$ cat src/rtl/usbrx_pkg.sv
package usbrx_pkg;

  typedef enum logic [1:0] {
    SYM_SE0 = 2'd0,
    SYM_J   = 2'd1,
    SYM_K   = 2'd2,
    SYM_SE1 = 2'd3
  } line_sym_e;

  typedef enum logic [2:0] {
    DS_IDLE,
    DS_SYNC,
    DS_DATA,
    DS_EOP1,
    DS_EOP2,
    DS_SKIP,
    DS_SKIP_E
  } dec_state_e;

  localparam int unsigned SYNC_LEN  = 8;
  localparam int unsigned STUFF_RUN = 6;

endpackage

$ cat src/rtl/usbrx_dpll.sv
module usbrx_dpll
  import usbrx_pkg::*;
#(
  parameter bit          LOW_SPEED  = 1'b0,
  parameter int unsigned OVERSAMPLE = 4
) (
  input  logic      clk,
  input  logic      rst_n,
  input  logic      line_dp,
  input  logic      line_dm,
  output logic      strobe_o,
  output line_sym_e sym_o
);

  localparam int unsigned PH_W      = $clog2(OVERSAMPLE);
  localparam int unsigned SAMPLE_PH = OVERSAMPLE / 2;

  line_sym_e       sym_in;
  line_sym_e       sym_q;
  logic [PH_W-1:0] ph_q, ph_d;
  logic            edge_seen;

  // line state map; low speed swaps the idle polarity
  always_comb begin
    unique case ({line_dp, line_dm})
      2'b00:   sym_in = SYM_SE0;
      2'b11:   sym_in = SYM_SE1;
      2'b10:   sym_in = LOW_SPEED ? SYM_K : SYM_J;
      default: sym_in = LOW_SPEED ? SYM_J : SYM_K;
    endcase
  end

  assign edge_seen = (sym_in != sym_q);

  always_comb begin
    if (edge_seen) begin
      ph_d = PH_W'(1);
    end else if (ph_q == PH_W'(OVERSAMPLE - 1)) begin
      ph_d = '0;
    end else begin
      ph_d = ph_q + PH_W'(1);
    end
  end

  always_ff @(posedge clk or negedge rst_n) begin
    if (!rst_n) begin
      sym_q <= SYM_J;
      ph_q  <= '0;
    end else begin
      sym_q <= sym_in;
      ph_q  <= ph_d;
    end
  end

  assign strobe_o = (ph_q == PH_W'(SAMPLE_PH));
  assign sym_o    = sym_q;


  strobe_gap_chk: assert property (@(posedge clk) disable iff (!rst_n)
    strobe_o |=> !strobe_o);

endmodule

$ cat src/rtl/usbrx_decoder.sv
module usbrx_decoder
  import usbrx_pkg::*;
(
  input  logic      clk,
  input  logic      rst_n,
  input  logic      strobe_i,
  input  line_sym_e sym_i,
  output logic      sop_o,
  output logic      bit_vld_o,
  output logic      bit_o,
  output logic      eop_o,
  output logic      abort_o,
  output logic      err_stuff_o,
  output logic      err_sync_o
);

  localparam logic [2:0] SYNC_LAST = 3'(SYNC_LEN - 1);
  localparam logic [2:0] RUN_MAX   = 3'(STUFF_RUN);

  dec_state_e st_q, st_d;
  line_sym_e  prev_q, prev_d;
  logic [2:0] cnt_q, cnt_d;
  logic [2:0] ones_q, ones_d;
  logic       sop_d, bv_d, bit_d, eop_d, abort_d, estf_d, esyn_d;
  logic       same;
  logic       is_jk;

  assign same  = (sym_i == prev_q);
  assign is_jk = (sym_i == SYM_J) || (sym_i == SYM_K);

  always_comb begin
    st_d    = st_q;
    prev_d  = prev_q;
    cnt_d   = cnt_q;
    ones_d  = ones_q;
    sop_d   = 1'b0;
    bv_d    = 1'b0;
    bit_d   = 1'b0;
    eop_d   = 1'b0;
    abort_d = 1'b0;
    estf_d  = 1'b0;
    esyn_d  = 1'b0;
    if (strobe_i) begin
      prev_d = sym_i;
      unique case (st_q)
        DS_IDLE: begin
          if (sym_i == SYM_K) begin
            st_d  = DS_SYNC;
            cnt_d = 3'd1;
          end
        end
        DS_SYNC: begin
          if (!is_jk) begin
            esyn_d = 1'b1;
            st_d   = DS_IDLE;
          end else if (cnt_q != SYNC_LAST) begin
            if (same) begin
              esyn_d = 1'b1;
              st_d   = DS_IDLE;
            end else begin
              cnt_d = cnt_q + 3'd1;
            end
          end else if (same) begin
            sop_d  = 1'b1;
            st_d   = DS_DATA;
            ones_d = 3'd1;
          end else begin
            esyn_d = 1'b1;
            st_d   = DS_IDLE;
          end
        end
        DS_DATA: begin
          if (sym_i == SYM_SE0) begin
            st_d = DS_EOP1;
          end else if (sym_i == SYM_SE1) begin
            esyn_d  = 1'b1;
            abort_d = 1'b1;
            st_d    = DS_SKIP;
          end else if (ones_q == RUN_MAX) begin
            if (same) begin
              estf_d  = 1'b1;
              abort_d = 1'b1;
              st_d    = DS_SKIP;
            end else begin
              ones_d = 3'd0;
            end
          end else begin
            bv_d   = 1'b1;
            bit_d  = same;
            ones_d = same ? ones_q + 3'd1 : 3'd0;
          end
        end
        DS_EOP1: begin
          if (sym_i == SYM_SE0) begin
            st_d = DS_EOP2;
          end else begin
            esyn_d  = 1'b1;
            abort_d = 1'b1;
            st_d    = (sym_i == SYM_J) ? DS_IDLE : DS_SKIP;
          end
        end
        DS_EOP2: begin
          if (sym_i == SYM_J) begin
            eop_d = 1'b1;
            st_d  = DS_IDLE;
          end else if (sym_i != SYM_SE0) begin
            esyn_d  = 1'b1;
            abort_d = 1'b1;
            st_d    = DS_SKIP;
          end
        end
        DS_SKIP: begin
          if (sym_i == SYM_SE0) st_d = DS_SKIP_E;
        end
        DS_SKIP_E: begin
          if (sym_i == SYM_J)      st_d = DS_IDLE;
          else if (sym_i == SYM_K) st_d = DS_SKIP;
        end
        default: st_d = DS_IDLE;
      endcase
    end
  end

  always_ff @(posedge clk or negedge rst_n) begin
    if (!rst_n) begin
      st_q        <= DS_IDLE;
      prev_q      <= SYM_J;
      cnt_q       <= '0;
      ones_q      <= '0;
      sop_o       <= 1'b0;
      bit_vld_o   <= 1'b0;
      bit_o       <= 1'b0;
      eop_o       <= 1'b0;
      abort_o     <= 1'b0;
      err_stuff_o <= 1'b0;
      err_sync_o  <= 1'b0;
    end else begin
      st_q        <= st_d;
      prev_q      <= prev_d;
      cnt_q       <= cnt_d;
      ones_q      <= ones_d;
      sop_o       <= sop_d;
      bit_vld_o   <= bv_d;
      bit_o       <= bit_d;
      eop_o       <= eop_d;
      abort_o     <= abort_d;
      err_stuff_o <= estf_d;
      err_sync_o  <= esyn_d;
    end
  end


  ones_run_chk: assert property (@(posedge clk) disable iff (!rst_n)
    (st_q == DS_DATA) |-> (ones_q <= RUN_MAX));


  sop_enters_data_chk: assert property (@(posedge clk) disable iff (!rst_n)
    sop_o |-> (st_q == DS_DATA));

endmodule

$ cat src/rtl/usbrx_deser.sv
module usbrx_deser #(
  parameter int unsigned DATA_W = 8
) (
  input  logic              clk,
  input  logic              rst_n,
  input  logic              sop_i,
  input  logic              bit_vld_i,
  input  logic              bit_i,
  input  logic              eop_i,
  input  logic              abort_i,
  input  logic              stuff_err_i,
  input  logic              sync_err_i,
  output logic [DATA_W-1:0] data_o,
  output logic              valid_o,
  output logic              active_o,
  output logic              err_stuff_o,
  output logic              err_align_o,
  output logic              err_sync_o
);

  localparam int unsigned CNT_W = $clog2(DATA_W);
  localparam logic [CNT_W-1:0] CNT_LAST = CNT_W'(DATA_W - 1);

  logic              act_q, act_d;
  logic [CNT_W-1:0]  cnt_q, cnt_d;
  logic [DATA_W-1:0] shf_q, shf_d;
  logic [DATA_W-1:0] data_q;
  logic              vld_d, ealn_d;
  logic              shift_en;

  assign shift_en = act_q && bit_vld_i && !sop_i;
  assign shf_d    = {bit_i, shf_q[DATA_W-1:1]};

  always_comb begin
    act_d  = act_q;
    cnt_d  = cnt_q;
    vld_d  = 1'b0;
    ealn_d = 1'b0;
    if (sop_i) begin
      act_d = 1'b1;
      cnt_d = '0;
    end else if (act_q) begin
      if (bit_vld_i) begin
        if (cnt_q == CNT_LAST) begin
          vld_d = 1'b1;
          cnt_d = '0;
        end else begin
          cnt_d = cnt_q + CNT_W'(1);
        end
      end
      if (eop_i) begin
        act_d  = 1'b0;
        ealn_d = (cnt_q != '0);
      end
      if (abort_i) act_d = 1'b0;
    end
  end

  always_ff @(posedge clk or negedge rst_n) begin
    if (!rst_n) begin
      act_q       <= 1'b0;
      cnt_q       <= '0;
      shf_q       <= '0;
      data_q      <= '0;
      valid_o     <= 1'b0;
      err_align_o <= 1'b0;
      err_stuff_o <= 1'b0;
      err_sync_o  <= 1'b0;
    end else begin
      act_q       <= act_d;
      cnt_q       <= cnt_d;
      valid_o     <= vld_d;
      err_align_o <= ealn_d;
      err_stuff_o <= stuff_err_i;
      err_sync_o  <= sync_err_i;
      if (shift_en) shf_q  <= shf_d;
      if (vld_d)    data_q <= shf_d;
    end
  end

  assign data_o   = data_q;
  assign active_o = act_q;


  valid_in_pkt_chk: assert property (@(posedge clk) disable iff (!rst_n)
    valid_o |-> active_o);


  err_ends_pkt_chk: assert property (@(posedge clk) disable iff (!rst_n)
    (err_stuff_o || err_align_o || err_sync_o) |-> !active_o);


  align_after_pkt_chk: assert property (@(posedge clk) disable iff (!rst_n)
    err_align_o |-> $past(act_q));

endmodule

$ cat src/rtl/usbrx_frontend.sv
module usbrx_frontend
  import usbrx_pkg::*;
#(
  parameter int unsigned DATA_W     = 8,
  parameter bit          LOW_SPEED  = 1'b0,
  parameter int unsigned OVERSAMPLE = 4
) (
  input  logic              clk,
  input  logic              rst_n,
  input  logic              line_dp,
  input  logic              line_dm,
  output logic [DATA_W-1:0] rx_data,
  output logic              rx_valid,
  output logic              rx_active,
  output logic              rx_err_stuff,
  output logic              rx_err_align,
  output logic              rx_err_sync
);

  logic      rst_q1, rst_q2;
  logic      rst_n_int;
  logic      strobe;
  line_sym_e sym;
  logic      sop, bit_vld, bit_val, eop, abort, estf, esyn;

  always_ff @(posedge clk or negedge rst_n) begin
    if (!rst_n) begin
      rst_q1 <= 1'b0;
      rst_q2 <= 1'b0;
    end else begin
      rst_q1 <= 1'b1;
      rst_q2 <= rst_q1;
    end
  end

  assign rst_n_int = rst_q2;

  usbrx_dpll #(
    .LOW_SPEED  (LOW_SPEED),
    .OVERSAMPLE (OVERSAMPLE)
  ) dpll_i (
    .clk      (clk),
    .rst_n    (rst_n_int),
    .line_dp  (line_dp),
    .line_dm  (line_dm),
    .strobe_o (strobe),
    .sym_o    (sym)
  );

  usbrx_decoder dec_i (
    .clk         (clk),
    .rst_n       (rst_n_int),
    .strobe_i    (strobe),
    .sym_i       (sym),
    .sop_o       (sop),
    .bit_vld_o   (bit_vld),
    .bit_o       (bit_val),
    .eop_o       (eop),
    .abort_o     (abort),
    .err_stuff_o (estf),
    .err_sync_o  (esyn)
  );

  usbrx_deser #(
    .DATA_W (DATA_W)
  ) deser_i (
    .clk         (clk),
    .rst_n       (rst_n_int),
    .sop_i       (sop),
    .bit_vld_i   (bit_vld),
    .bit_i       (bit_val),
    .eop_i       (eop),
    .abort_i     (abort),
    .stuff_err_i (estf),
    .sync_err_i  (esyn),
    .data_o      (rx_data),
    .valid_o     (rx_valid),
    .active_o    (rx_active),
    .err_stuff_o (rx_err_stuff),
    .err_align_o (rx_err_align),
    .err_sync_o  (rx_err_sync)
  );


  err_onehot_chk: assert property (@(posedge clk) disable iff (!rst_n_int)
    $onehot0({rx_err_stuff, rx_err_align, rx_err_sync}));

endmodule

$ cat config.mk
export PLATFORM = sky130hd
export DESIGN_NAME = usbrx_frontend
export DESIGN_NICKNAME = d
export VERILOG_FILES = /design/src/rtl/usbrx_pkg.sv /design/src/rtl/usbrx_dpll.sv /design/src/rtl/usbrx_decoder.sv /design/src/rtl/usbrx_deser.sv /design/src/rtl/usbrx_frontend.sv
export SDC_FILE = /design/constraint.sdc
export NUM_CORES = 1
export LEC_CHECK = 0
export ABC_AREA = 0
export BUFFER_PORTS_ARGS = -buffer_cell sky130_fd_sc_hd__buf_2
export CORE_MARGIN = 2
export CORE_UTILIZATION = 45
export CTS_BUF_LIST = sky130_fd_sc_hd__clkbuf_8
export DETAILED_ROUTE_END_ITERATION = 7
export PLACE_DENSITY = 0.65
export REMOVE_ABC_BUFFERS = 1
export SLEW_MARGIN = 25
export SYNTH_ARGS = -nofsm -noshare
export SYNTH_HDL_FRONTEND = slang
export SYNTH_HIERARCHICAL = 1
export SYNTH_SLANG_ARGS = --single-unit
$ cat constraint.sdc
create_clock -name clk -period 1.87 [get_ports clk]
set_input_delay 0.374 -clock clk [delete_from_list [all_inputs] [get_ports clk]]
set_output_delay 0.374 -clock clk [all_outputs]
set_load 0.005 [all_outputs]
==> results, run 1 <==
- The combined global-route utilization of all metal layers is 16.34%.
- The worst-path maximum fanout is 4.
- The static power due to leakage is 0.001575 uW.
- The switching power total is 736.5 uW.
- Yosys printed 6 warnings.
- The core region is 5107 sq um.
- The maximum level of the CTS H-tree is 2.
- The critical path launch point type is a flop.
- The max-slew violation count is 0.
- For this run, global-route usage on met1 was measured as 19.74%.
- After detailed routing, the average wire length per cell comes to 13.94 um.
- After clock tree synthesis, the clock-pin slew on the worst setup and hold paths is 0.08 ns.
- TritonCTS created 5 clock buffers.
- For this configuration, the core starts out at a cell density of 46.91%.
- Yosys mapped the design onto 48 distinct sky130hd cell types.
- For this run, design rule violations remaining after detail routing come to 0.
- Summing the areas of all fa, ha and maj instances in the mapped netlist gives 8.877% of the synthesized area.
- Across the run, the number of max-cap violations was 0.
- Among all stages on the critical path, the largest delay is contributed by or4b_4.
- The worst register-to-register path begins at dpll_i/sym_o[1]$_DFF_PN0_.
- The fraction of layout cells with a size suffix above 1 is 44.76%.
- The maximum frequency from static timing analysis is 0.5254 GHz.
- The critical path is of the reg -> reg type.
- The tightest slew margin relative to the limit is 63.35%.
- After Yosys synthesis, and, or, nand and nor cells account for 13.37% of the synthesized area.
- Before antenna repair, the detailed router went through 4 iterations.
- The compound-cell area share of the yosys netlist is 11.80%.
- For this run, the leading register cell type out of synthesis is dfrtp_1.
- The final clock period utilization by the worst path is 101.8%.
- The filler cell count is 439.
- The floorplan step set the die width to 76.97 um.
- The share of the Yosys chip area taken by registers is 49.19%.
- The worst hold path belongs to the class in -> reg.
- In the final design database the tool counted 268 nets.
- By area, the combinational part of the netlist is dominated by simple AND/OR/NAND/NOR gates.
- The first global-routing pass estimated 7.596 mm of wire.
- After detailed placement, the total cell area comes to 2694 sq um.
- At the end of routability-driven placement, the weighted congestion stood at 0.8244.
- Of the total synthesized cell area, the portion taken by XOR and XNOR cells is 1.462%.
- The average size of a mapped cell is 11.98 sq um.
- The synthesized netlist occupies a cell area of 2396 sq um.
- The cell at the root of the clock tree is clkbuf_8.
- The signed area change from the synthesized netlist to the final layout is 25.69%.
- The DRC violation total after the first TritonRoute iteration is 60.
- The worst vdd rail ir drop is 396.0 uV.
- The initialized floorplan defines 26 standard-cell rows.
- The power per unit of standard cell area is 851.1 nW/um^2.
- The post-route clock skew is 0.005351 ns.
- The final route contains 1625 vias.
- The worst-margin pin slew is 0.5498 ns.
- The via count of the first global-routing pass is 1674.
- The delay of the slowest cell on the worst path is 0.51 ns.
- In this run the most critical hold path is launched from line_dp.
- Entering global routing, the biggest net connects 46 pins.
- The global-route track usage on met3 is 4.353%.
- At the worst endpoint, the arrival time is 2.10 ns.
- The final reports fail on negative setup slack.
- The mean number of vias per cell is 5.110.
- In this run switching power makes up 28.73% of total power.
- The number of antenna violations at the first check in global routing is 0.
- The flow ran to the end, but the final reports show violations.
- Total power for the finished layout comes to 2563 uW.
- The antenna cell count is 0.
- The count of nets left with antenna violations once routing finished came out at 0.
- Subtracting the final worst setup slack from the clock period gives 1.903 ns.
- The number of enable-type register cells in the synthesized netlist is 0.
- The final number of hold-violating endpoints is 0.
- The signal on the critical path passes through ha_2 > or4b_4 > nor2_4 > o21ai_1 > buf_4 > and2_4 > a22o_1.
- The share of power burned in combinational logic is 26.5%.
- The fraction of registers with async set or reset after synthesis is 100.0%.
- The floorplan step set the die height to 76.97 um.
- After routing the design area is 3012 sq um.
- The number of synthesized register bits is 47.
- The number of top-level pins is 17.
- The synthesized netlist cell count is 200.
- The share of total power dissipated in the clock network is 29.0%.
- The total setup violations reported at the end of the flow is 3.
- Setup repair after global routing could not meet its margin everywhere.
- The hold-critical path depth is 1.
- Multiplexer cells account for 10.81% of the synthesized area.
- The clock sink count is 47.
- The internal power is 1827 uW.
- The required time reported for the critical path endpoint is 2.07 ns.
- After global routing, the most crowded layer is met2.
- The die area is 5924 sq um.
- The sum of net half-perimeters after detailed placement is 3.020 mm.
- For the worst flop-to-flop path, the logic depth is 7.
- The final layout contains routed wiring with a total length of 4.432 mm.
- TritonCTS built the clock tree.
- The worst hold path terminates at dpll_i/sym_o[0]$_DFF_PN1_.
- The met2 track utilization from global routing is 27.46%.
- The buffer depth of the longest clock path is 2.
- Global routing finished with a remaining overflow of 0.
- The kind of end point of the critical path is a flop.
- The worst-case setup margin in the final layout is -0.03347 ns.
- The register-to-register path setup slack is -0.03 ns.
- The count of port buffers added during placement is 16.
- The clock latency reported for the late side of the worst-skew pair is 0.31 ns.
- The capture point of the worst reg-to-reg path is dec_i/st_q[2]$_DFFE_PN0P_.
- Of the total power, registers draw 44.5%.
-- layer usage --
metal  vias to the layer above  wire (um)
li1                        796          -
met4                         0         71
met1                       799       1992
met3                         6        127
met2                        24       2241
met5                         -          0
-- through the flow --
step	hold WS, ns	cells	setup WS [ns]	setup TNS [ns]	utilization [%]
2_1_floorplan	0.07841	191	-0.1074	-0.2889	-
3_3_place_gp	0.1582	302	-0.09091	-0.3724	52.74
3_5_place_dp	0.1596	302	-0.1298	-0.6477	52.74
4_1_cts	0.1651	318	-0.02187	-0.07470	58.40
5_1_grt	0.1574	318	-0.1079	-0.6225	58.97
6_report	0.1793	318	-0.03347	-0.09638	58.97
-- worst max-delay path by stage --
stage                                    from                          end  slack, ns  depth (start not counted)
floorplan           dpll_i/sym_o[0]$_DFF_PN1_  dec_i/ones_q[0]$_DFFE_PN0P_      -0.11                          6
global placement    dpll_i/sym_o[1]$_DFF_PN0_  dec_i/ones_q[1]$_DFFE_PN0P_      -0.09                          6
detailed placement  dpll_i/sym_o[0]$_DFF_PN1_  dec_i/ones_q[1]$_DFFE_PN0P_      -0.13                          6
CTS                 dpll_i/sym_o[0]$_DFF_PN1_   dec_i/err_sync_o$_DFF_PN0_      -0.02                          8
global route        dpll_i/sym_o[0]$_DFF_PN1_    dec_i/st_q[2]$_DFFE_PN0P_      -0.11                          8
finish              dpll_i/sym_o[1]$_DFF_PN0_    dec_i/st_q[2]$_DFFE_PN0P_      -0.03                          7
-- worst max-delay path, delay by kind of cell, from the launching register on --
kind	cells	cell delay [ns]
buf+inv	1	0.15
simple gates	3	0.77
flops	1	0.41
compound gates	2	0.28
fa+ha+maj	1	0.20
-- layout by cell type (no fill, tap or decap), types with 2 or more instances in the layout --
cell	instances
nand3_1	6
nor2_1	11
dfrtp_1	44
buf_4	31
nand2_1	3
nor2b_1	3
nand3b_1	2
mux2_2	15
dfstp_2	2
ha_2	3
nand2_2	3
o211ai_1	2
o221a_1	2
a31oi_1	3
nor2_4	2
inv_2	3
inv_1	9
ha_4	2
xnor2_1	3
mux2_4	3
o21ai_1	2
a21bo_2	3
buf_2	16
and3_1	2
clkbuf_8	5
a22o_1	3
o221ai_1	2
mux2_1	5
a21oi_1	10
ha_1	12
-- flip-flops by register name, indices dropped and copies added (netlist names), 2 cells and up --
signal / count
dec_i/cnt_q: 3
deser_i/data_o: 8
dpll_i/sym_o: 2
deser_i/shf_q: 7
dec_i/prev_q: 2
dec_i/st_q: 3
dec_i/ones_q: 3
dpll_i/ph_q: 2
deser_i/cnt_q: 3
-- cell type report --
| type | count | area [sq um] | area share (%) |
|---|---|---|---|
| clock inverters | 3 | 43.79 | 1.454 |
| well taps | 70 | 87.58 | 2.908 |
| flip-flops and latches | 47 | 1180 | 39.18 |
| repair buffers | 49 | 334.1 | 11.09 |
| inverters | 12 | 45.04 | 1.496 |
| multi-input cells | 132 | 1252 | 41.59 |
| clock buffers | 5 | 68.82 | 2.285 |
-- synth_stat cells, drive strengths merged (2+ instances only) --
library cell	number	area [sq um]
nor2b	3	18.77
a31oi	3	18.77
nor3	2	10.01
o211ai	2	15.01
nand2	6	25.03
o221ai	2	17.52
ha	17	212.7
o221a	2	22.52
buf	5	43.79
clkbuf	4	15.01
and3	2	12.51
nand3	8	40.04
a21oi	11	55.05
a21bo	3	30.03
dfstp	2	52.55
o211a	2	20.02
dfrtp	45	1126
and2	2	15.02
inv	12	45.05
nand3b	3	35.03
nor2	14	55.06
nand2b	2	12.51
o21ai	3	15.01
nor3b	2	15.01
nand4bb	2	22.52
a22o	3	26.28
xnor2	4	35.03
mux2	23	259.0
-- kinds of logic after synthesis --
kind of cell / Yosys count
buf+inv: 21
simple gates: 51
fa+ha+maj: 17
mux: 23
xor+xnor: 4
flops: 47
compound gates: 36
other cells: 1
-- what timing repair did --
action / CTS / global route
hold endpoints to repair: 2 / 0
buffers inserted: 8 / 1
gates resized for setup: 20 / 8
pin swaps: 11 / 8
hold buffers: 1 / 0
endpoints found under the setup margin: 10 / 11
-- power groups by stage --
| stage | combinational (uW) | sequential, uW | clock, uW |
|---|---|---|---|
| after floorplan | 270 | 1190 | 0 |
| after global placement | 511 | 1150 | 0 |
| after detailed placement | 520 | 1160 | 0 |
| after CTS | 661 | 1140 | 772 |
| after global routing | 758 | 1150 | 812 |
| final | 680 | 1140 | 743 |
Note: power is estimated with default switching activity, not from simulation.
==> run 2, diff against run 1 <==
Settings changed: BUFFER_PORTS_ARGS -buffer_cell sky130_fd_sc_hd__buf_2 to -buffer_cell sky130_fd_sc_hd__buf_4, PLACE_DENSITY 0.65 to 0.66, SYNTH_HIERARCHICAL 1 to default.
==> run 2 against run 1 <==
Effect of this change:
- largest power group unchanged
- global-route usage rose by 0.95 points
- sequential share of layout area rose by 1.2 points
- maximum frequency fell by 10%
- final cell count rose by 0.31%
- the run still ends with negative setup slack left
- critical path type unchanged
- die area fell by 5.1%
- wire length fell by 2.5%
==> results, run 2 <==
- The clock transition time at the flip-flop clock pins of the worst setup and hold paths is 0.09 ns (was 0.08 ns).
- The most common library cell in the layout ignoring fill and taps is buf_4 (was dfrtp_1).
- The end-of-flow core utilization is 61.10% (was 58.97%).
- The maximum number of pins on one net before global-route repair came to 25 (was 46).
- The critical path launch point type is a flop (unchanged).
- The aggregate routed wire length is 4.322 mm (was 4.432 mm).
- The cell at the root of the clock tree is clkbuf_8 (unchanged).
- The number of cell rows is 25 (was 26).
- The buffer depth of the longest clock path is 2 (unchanged).
- The static power due to leakage came to 0.001479 uW (was 0.001575 uW).
- The floorplan die width came to 74.98 um (was 76.97 um).
- The total of max-cap violations is 0 (unchanged).
- The number of top-level pins was 17 (unchanged).
- Outcome: finished with violations (unchanged).
- The routability-driven placement congestion ratio is 0.8755 (was 0.8244).
- The minimum clock period is 2.122 ns (was 1.903 ns).
- The path type of the worst min-delay path is in -> reg (unchanged).
- The filler-free cell count of the finished design was 319 (was 318).
- The number of warnings reported in the yosys synthesis log came to 0 (was 6).
- Top library cells by usage in the layout, fill and taps aside: buf_4, dfrtp_1, mux2_2 (was dfrtp_1, buf_4, buf_2).
- The clock sink count is 47 (unchanged).
- The sum of net half-perimeters after detailed placement was 3.006 mm (was 3.020 mm).
- The summed negative setup slack over all endpoints is -0.7104 ns (was -0.09638 ns).
- The most common cell in the netlist is dfrtp_1 (unchanged).
- The final global-route overflow total is 0 (unchanged).
- The die area is 5622 sq um (was 5924 sq um).
- The core footprint is 4786 sq um (was 5107 sq um).
- The delay of the slowest cell on the worst path came to 0.55 ns (was 0.51 ns).
- The TritonCTS clock tree is done (unchanged).
- The distinct cell type count after synthesis came to 42 (was 48).
- The post-placement cell count came to 303 (was 302).
- The power per unit of standard cell area came to 870.8 nW/um^2 (was 851.1 nW/um^2).
- The primary flip-flop cell chosen by synthesis mapping is dfrtp_1 (unchanged).
- The post-route clock skew came to 0.007668 ns (was 0.005351 ns).
- The DRC violation total after the first TritonRoute iteration was 100 (was 60).
- The number of CTS-inserted buffers is 5 (unchanged).
- The count of port buffers added during placement is 16 (unchanged).
- The placement-stage worst setup slack is -0.3309 ns (was -0.1298 ns).
- Cell Chain, Critical Path: inv_2 > ha_4 > or3b_1 > a211o_1 > a211o_1 > buf_4 > o21ai_2 > o21ai_2 (was ha_2 > or4b_4 > nor2_4 > o21ai_1 > buf_4 > and2_4 > a22o_1).
- The synthesized netlist cell count is 201 (was 200).
- The area share of the largest cell type after synthesis is 49.67% (was 47.00%).
- The signed area change from the synthesized netlist to the final layout is 28.97% (was 25.69%).
- The final number of hold-violating endpoints is 0 (unchanged).
- The signal arrival time at the worst endpoint is 2.30 ns (was 2.10 ns).
- The worst-path cell with the longest stage delay is dfstp_2 (was or4b_4).
- The number of flip-flops under the largest register name is 8 (unchanged).
- The netlist area before placement is 2267 sq um (was 2396 sq um).
- The max-slew violation count was 0 (unchanged).
- The via count is 1621 (was 1625).
- Ranking of synthesized cells by instance count: dfrtp_1, mux2_2, ha_1, nand2_1, inv_1 (was dfrtp_1, ha_1, mux2_2, nor2_1, a21oi_1).
- The height of the chip is 74.98 um (was 76.97 um).
- The clock latency reported for the late side of the worst-skew pair was 0.30 ns (was 0.31 ns).
- The worst-case setup margin in the final layout is -0.2516 ns (was -0.03347 ns).
- The number of enable-type register cells in the synthesized netlist is 0 (unchanged).
- The detailed-route wire length per cell is 13.55 um (was 13.94 um).
- The via count of the first global-routing pass is 1610 (was 1674).
- Synth area leaders: dfrtp_1, mux2_2, ha_1 (was dfrtp_1, ha_1, mux2_2).
- The combined global-route utilization of all metal layers is 17.30% (was 16.34%).
- The final clock period utilization by the worst path is 113.5% (was 101.8%).
- The initial standard-cell utilization of the core is 47.37% (was 46.91%).
- The critical setup path kind is reg -> reg (unchanged).
- The number of synthesized register bits is 47 (unchanged).
- The maximum frequency from static timing analysis is 0.4713 GHz (was 0.5254 GHz).
- The net total in the final layout came to 271 (was 268).
- The fraction of registers with async set or reset after synthesis came to 100.0% (unchanged).
- The proportion of synthesized chip area in sequential cells is 51.99% (was 49.19%).
- The kind of end point of the critical path is a flop (unchanged).
- The antenna cell count is 0 (unchanged).
- The fraction of layout cells with a size suffix above 1 was 38.89% (was 44.76%).
- The worst vdd rail ir drop is 766.5 uV (was 396.0 uV).
- The first-pass iteration count of the detailed router is 4 (unchanged).
- The average size of a mapped cell is 11.28 sq um (was 11.98 sq um).
- The required time reported for the critical path endpoint is 2.05 ns (was 2.07 ns).
- The number of nets still failing antenna checks after routing is 0 (unchanged).
- The maximum level of the CTS H-tree is 2 (unchanged).
- The total setup violations reported at the end of the flow came to 6 (was 3).
- The cell type with the largest total area after synthesis is dfrtp_1 (unchanged).
- The DRC violation count after routing came to 0 (unchanged).
- The first-pass GRT wire length is 7.196 mm (was 7.596 mm).
- The mean number of vias per cell was 5.082 (was 5.110).
- The worst-path maximum fanout is 3 (was 4).
- Violated checks: negative setup slack (unchanged).
- The number of antenna violations at the first check in global routing is 0 (unchanged).
- RSZ-0062 raised after global routing: true (unchanged).
[run 2: cell count changes in the layout (fill, tap and decap cells not counted), moves of 3 or more]
| cell | delta |
|---|---|
| buf_2 | -16 |
| mux2_2 | +3 |
| nor2b_1 | +4 |
| a22o_1 | -3 |
| xor2_1 | +3 |
| nand2_2 | -3 |
| nand2_1 | +13 |
| o21ai_2 | +4 |
| mux2_1 | -5 |
| buf_4 | +14 |
| a21bo_2 | -3 |
| nor3_1 | +4 |
[run 2: final cells by class]
cell class	count	area, sq um
Fill cell	379	1862
Sequential cell	47	1180
Tap cell	67	83.83
Inverter	13	48.80
Clock inverter	3	18.77
Timing Repair Buffer	49	399.1
Clock buffer	5	68.82
Multi-Input combinational cell	135	1125
[run 2: layer usage]
| layer | track usage, % | wire, um | vias up |
|---|---|---|---|
| met5 | 0 | 0 | - |
| met4 | 7.341 | 71 | 0 |
| met3 | 4.150 | 144 | 8 |
| met2 | 29.04 | 2193 | 31 |
| met1 | 21.31 | 1913 | 778 |
| li1 | - | - | 804 |
[run 2: worst paths after layout]
| kind | start | to | slack [ns] | cells past startpoint |
|---|---|---|---|---|
| max in group asynchronous | rst_n_int$_DFF_PN0_ | dec_i.ones_q[2]$_DFFE_PN0P_ | 1.16 | 1 |
| min in group asynchronous | rst_n_int$_DFF_PN0_ | dec_i.st_q[0]$_DFFE_PN0P_ | 0.23 | 0 |
| worst max-delay path | dpll_i.sym_o[0]$_DFF_PN1_ | dec_i.ones_q[2]$_DFFE_PN0P_ | -0.25 | 8 |
| worst max register to register | dpll_i.sym_o[0]$_DFF_PN1_ | dec_i.ones_q[2]$_DFFE_PN0P_ | -0.25 | 8 |
| worst min-delay path | line_dp | dpll_i.sym_o[0]$_DFF_PN1_ | 0.19 | 1 |
| worst min register to register | rst_n_int$_DFF_PN0_ | dec_i.st_q[0]$_DFFE_PN0P_ | 0.23 | 0 |
[run 2: logic make-up after synthesis]
logic type                 synth area share (%)
and+or+nand+nor                           13.41
DFF                                       51.99
AOI/OAI and AO/OA                         9.769
muxes                                     10.32
buffers and inverters                     3.201
adders and majority gates                 8.830
xor gates and xnor gates                  2.318
other                                    0.1654
[run 2: worst max-delay path, delay by kind of cell, from the launching register on]
kind,cells,cell delay (ns)
DFF,1,0.55
buffers and inverters,2,0.21
and+or+nand+nor,1,0.35
adders and majority gates,1,0.15
AOI/OAI and AO/OA,4,0.75
[run 2: where the power goes]
group	switching, uW	internal, uW
Clock	327	263
Sequential	74.9	1100
Combinational	375	402
Total	777	1770
[run 2: metrics by stage]
stage | total power, uW | instance area (sq um) | hold WS [ns]
2_1_floorplan | 1569 | 2243 | 0.07841
3_3_place_gp | 1833 | 2661 | 0.1568
3_5_place_dp | 1844 | 2661 | 0.1566
4_1_cts | 2520 | 2882 | 0.1783
5_1_grt | 2714 | 2924 | 0.1739
6_report | 2546 | 2924 | 0.1877
[run 2: timing repair]
| action | 4_1_cts | 5_1_grt |
|---|---|---|
| hold endpoints to repair | 2 | 0 |
| pin swaps | 8 | 7 |
| setup endpoints to repair | 7 | 10 |
| gates resized for setup | 17 | 13 |
| hold buffers | 1 | 0 |
| setup buffers | 7 | 2 |
==> run 3, diff against run 2 <==
Settings changed: BUFFER_PORTS_ARGS -buffer_cell sky130_fd_sc_hd__buf_4 to -buffer_cell sky130_fd_sc_hd__buf_2.
Clock period 1.87 ns to 2.4 ns, I/O delays scaled along.
==> run 3 against run 2 <==
Effect of this change:
- the flow now finishes without violations
- clock power is 4.4% higher
- wire length is 14% lower
- largest cell class unchanged
- utilization is 6.6 points lower
- highest routed layer unchanged
- final cell count is 7.2% lower
- maximum frequency is 3.4% lower
- combinational power is 47% lower
- register-to-register slack better by 0.46 ns
- count of clock-buffer cells in the layout is 1 higher
- global-route usage is 1.6 points lower
- via count is 6.9% lower
- power is 23% lower
- largest power group unchanged
==> results, run 3 (synthesized netlist as in run 2, its figures left out) <==
- The clock latency reported for the late side of the worst-skew pair is 0.31 ns (was 0.30 ns).
- Cell Chain, Critical Path: inv_1 > ha_1 > or3b_1 > a211o_1 > a211o_1 > mux2_1 (was inv_2 > ha_4 > or3b_1 > a211o_1 > a211o_1 > buf_4 > o21ai_2 > o21ai_2).
- The worst vdd rail ir drop is 410.6 uV (was 766.5 uV).
- The number of nets still failing antenna checks after routing is 0 (unchanged).
- The core footprint was 4786 sq um (unchanged).
- The via count of the first global-routing pass is 1488 (was 1610).
- The number of buffers inserted by hold repair at cts is 1 (unchanged).
- The DRC violation total after the first TritonRoute iteration was 106 (was 100).
- The most common library cell in the layout ignoring fill and taps is dfrtp_1 (was buf_4).
- The filler-free cell count of the finished design is 296 (was 319).
- The count of port buffers added during placement came to 16 (unchanged).
- The mean number of vias per cell is 5.098 (was 5.082).
- The final global-route overflow total is 0 (unchanged).
- Top library cells by usage in the layout, fill and taps aside: dfrtp_1, mux2_2, nand2_1, ha_1, buf_2 (was buf_4, dfrtp_1, mux2_2).
- The signal arrival time at the worst endpoint is 2.39 ns (was 2.30 ns).
- The register-to-register path setup slack came to 0.20 ns (was -0.25 ns).
- The signed area change from the synthesized netlist to the final layout is 15.12% (was 28.97%).
- The net total in the final layout was 248 (was 271).
- The summed negative setup slack over all endpoints came to 0 ns (was -0.7104 ns).
- The die area came to 5622 sq um (unchanged).
- The maximum frequency from static timing analysis is 0.4553 GHz (was 0.4713 GHz).
- The TritonCTS clock tree is done (unchanged).
- The number of cell rows is 25 (unchanged).
- The worst setup path endpoint is dec_i.ones_q[0]$_DFFE_PN0P_ (was dec_i.ones_q[2]$_DFFE_PN0P_).
- The required time reported for the critical path endpoint is 2.60 ns (was 2.05 ns).
- The critical path launch point type is a flop (unchanged).
- The minimum clock period came to 2.196 ns (was 2.122 ns).
- The detailed-route wire length per cell was 12.55 um (was 13.55 um).
- The first-pass iteration count of the detailed router is 4 (unchanged).
- The number of antenna violations at the first check in global routing came to 0 (unchanged).
- The clock sink count is 47 (unchanged).
- The post-route clock skew is 0.007430 ns (was 0.007668 ns).
- The critical setup path kind is reg -> reg (unchanged).
- The number of flip-flops under the largest register name is 8 (unchanged).
- Counting stages on the worst path, the most repeated cell is a211o_1.
- The delay of the slowest cell on the worst path is 0.54 ns (was 0.55 ns).
- The startpoint of the worst register-to-register path is dpll_i.sym_o[0]$_DFF_PN1_ (unchanged).
- RSZ-0062 raised after global routing: false (was true).
- The fraction of layout cells with a size suffix above 1 is 25.33% (was 38.89%).
- The max-slew violation count is 0 (unchanged).
- The buffer depth of the longest clock path came to 2 (unchanged).
- The post-cts sizing count came to 0 (was 17).
- The final number of hold-violating endpoints is 0 (unchanged).
- The DRC violation count after routing is 0 (unchanged).
- The initial standard-cell utilization of the core was 47.37% (unchanged).
- The sum of net half-perimeters after detailed placement is 2.710 mm (was 3.006 mm).
- The path type of the worst min-delay path is in -> reg (unchanged).
- The worst-path maximum fanout came to 5 (was 3).
- The clock transition time at the flip-flop clock pins of the worst setup and hold paths is 0.09 ns (about the same).
- The kind of end point of the critical path is a flop (unchanged).
- The worst-margin pin slew is 0.5574 ns.
- The total setup violations reported at the end of the flow is 0 (was 6).
- The post-placement cell count was 287 (was 303).
- The critical path launch point is dpll_i.sym_o[0]$_DFF_PN1_ (unchanged).
- The combined global-route utilization of all metal layers is 15.66% (was 17.30%).
- The number of top-level pins is 17 (unchanged).
- The tightest slew margin relative to the limit is 62.84%.
- The height of the chip is 74.98 um (unchanged).
- The floorplan die width is 74.98 um (unchanged).
- The filler cell count is 436 (was 379).
- The antenna cell count was 0 (unchanged).
- The worst-path cell with the longest stage delay is dfstp_2 (unchanged).
- The final clock period utilization by the worst path is 91.51% (was 113.5%).
- The via count is 1509 (was 1621).
- The capture point of the worst reg-to-reg path was dec_i.ones_q[0]$_DFFE_PN0P_ (was dec_i.ones_q[2]$_DFFE_PN0P_).
- The first-pass GRT wire length is 6.624 mm (was 7.196 mm).
- The cell count of the worst reg-to-reg path is 6 (was 8).
- The cell at the root of the clock tree is clkbuf_8 (unchanged).
- The total of max-cap violations is 0 (unchanged).
- The number of CTS-inserted buffers was 5 (unchanged).
- The power per unit of standard cell area is 747.5 nW/um^2 (was 870.8 nW/um^2).
- The routability-driven placement congestion ratio came to 0.8364 (was 0.8755).
- The maximum number of pins on one net before global-route repair is 46 (was 25).
- The static power due to leakage is 0.001325 uW (was 0.001479 uW).
- Outcome: completed (was finished with violations).
- The aggregate routed wire length is 3.716 mm (was 4.322 mm).
- The post-CTS repair timing setup buffer count is 0 (was 7).
- The maximum level of the CTS H-tree is 2 (unchanged).
[run 3: changes by cell type in the layout (fill, tap and decap cells not counted), sizes merged]
cell,previous run,this run
buf,48,25
bufinv,0,1
clkinv,2,0
clkbuf,5,6
[run 3: worst min-delay path by stage]
stage	from	end	slack, ns	depth (start not counted)
floorplan	rst_n	rst_n_int$_DFF_PN0_	0.18	0
global placement	rst_n	rst_q1$_DFF_PN0_	0.26	1
detailed placement	rst_n	rst_q1$_DFF_PN0_	0.27	1
CTS	line_dp	dpll_i.sym_o[0]$_DFF_PN1_	0.26	1
global route	line_dp	dpll_i.sym_o[0]$_DFF_PN1_	0.27	1
finish	line_dp	dpll_i.sym_o[0]$_DFF_PN1_	0.27	1
[run 3: layout make-up]
type,count,area (sq um),share of cell area [%]
Multi-Input combinational cell,135,1016,38.93
Sequential cell,47,1182,45.30
Timing Repair Buffer,26,157.7,6.040
Clock buffer,6,82.58,3.164
Tap cell,67,83.83,3.212
Clock inverter,2,38.79,1.486
Inverter,13,48.80,1.870
[run 3: critical path: cells and delay by family, from the launching register on]
family,cells,cell delay (ns)
AND/OR/NAND/NOR,1,0.34
multiplexers,1,0.33
buffers and inverters,1,0.05
adder cells (fa/ha/maj),1,0.20
flip-flops,1,0.54
AO/OA/AOI/OAI,2,0.63
[run 3: layer usage]
metal  up-vias  share of wire [%]  global-route usage [%]
met5         -                  0                       0
met4         0                2.5                   7.738
met3        11                4.4                   4.284
met2        31                 46                   25.05
met1       720                 47                   19.55
li1        747                  -                       -
[run 3: power breakdown]
| part | switching (uW) | total (uW) | internal (uW) | leakage, uW |
|---|---|---|---|---|
| Combinational | 229 | 414 | 185 | 0.000638 |
| Clock | 273 | 616 | 343 | 0.0000618 |
| Sequential | 61.7 | 921 | 860 | 0.000625 |
[run 3: through the flow]
stage	worst slack (ns)	total power [uW]	hold slack, ns	instance area [sq um]	utilization (%)
3_5_place_dp	0.2043	1349	0.2651	2476	51.74
4_1_cts	0.1933	1977	0.2632	2608	54.48
2_1_floorplan	0.1102	1222	0.1844	2243	-
3_3_place_gp	0.2316	1339	0.2648	2476	51.74
6_report	0.2037	1951	0.2743	2610	54.54
5_1_grt	0.1139	2084	0.2705	2610	54.54
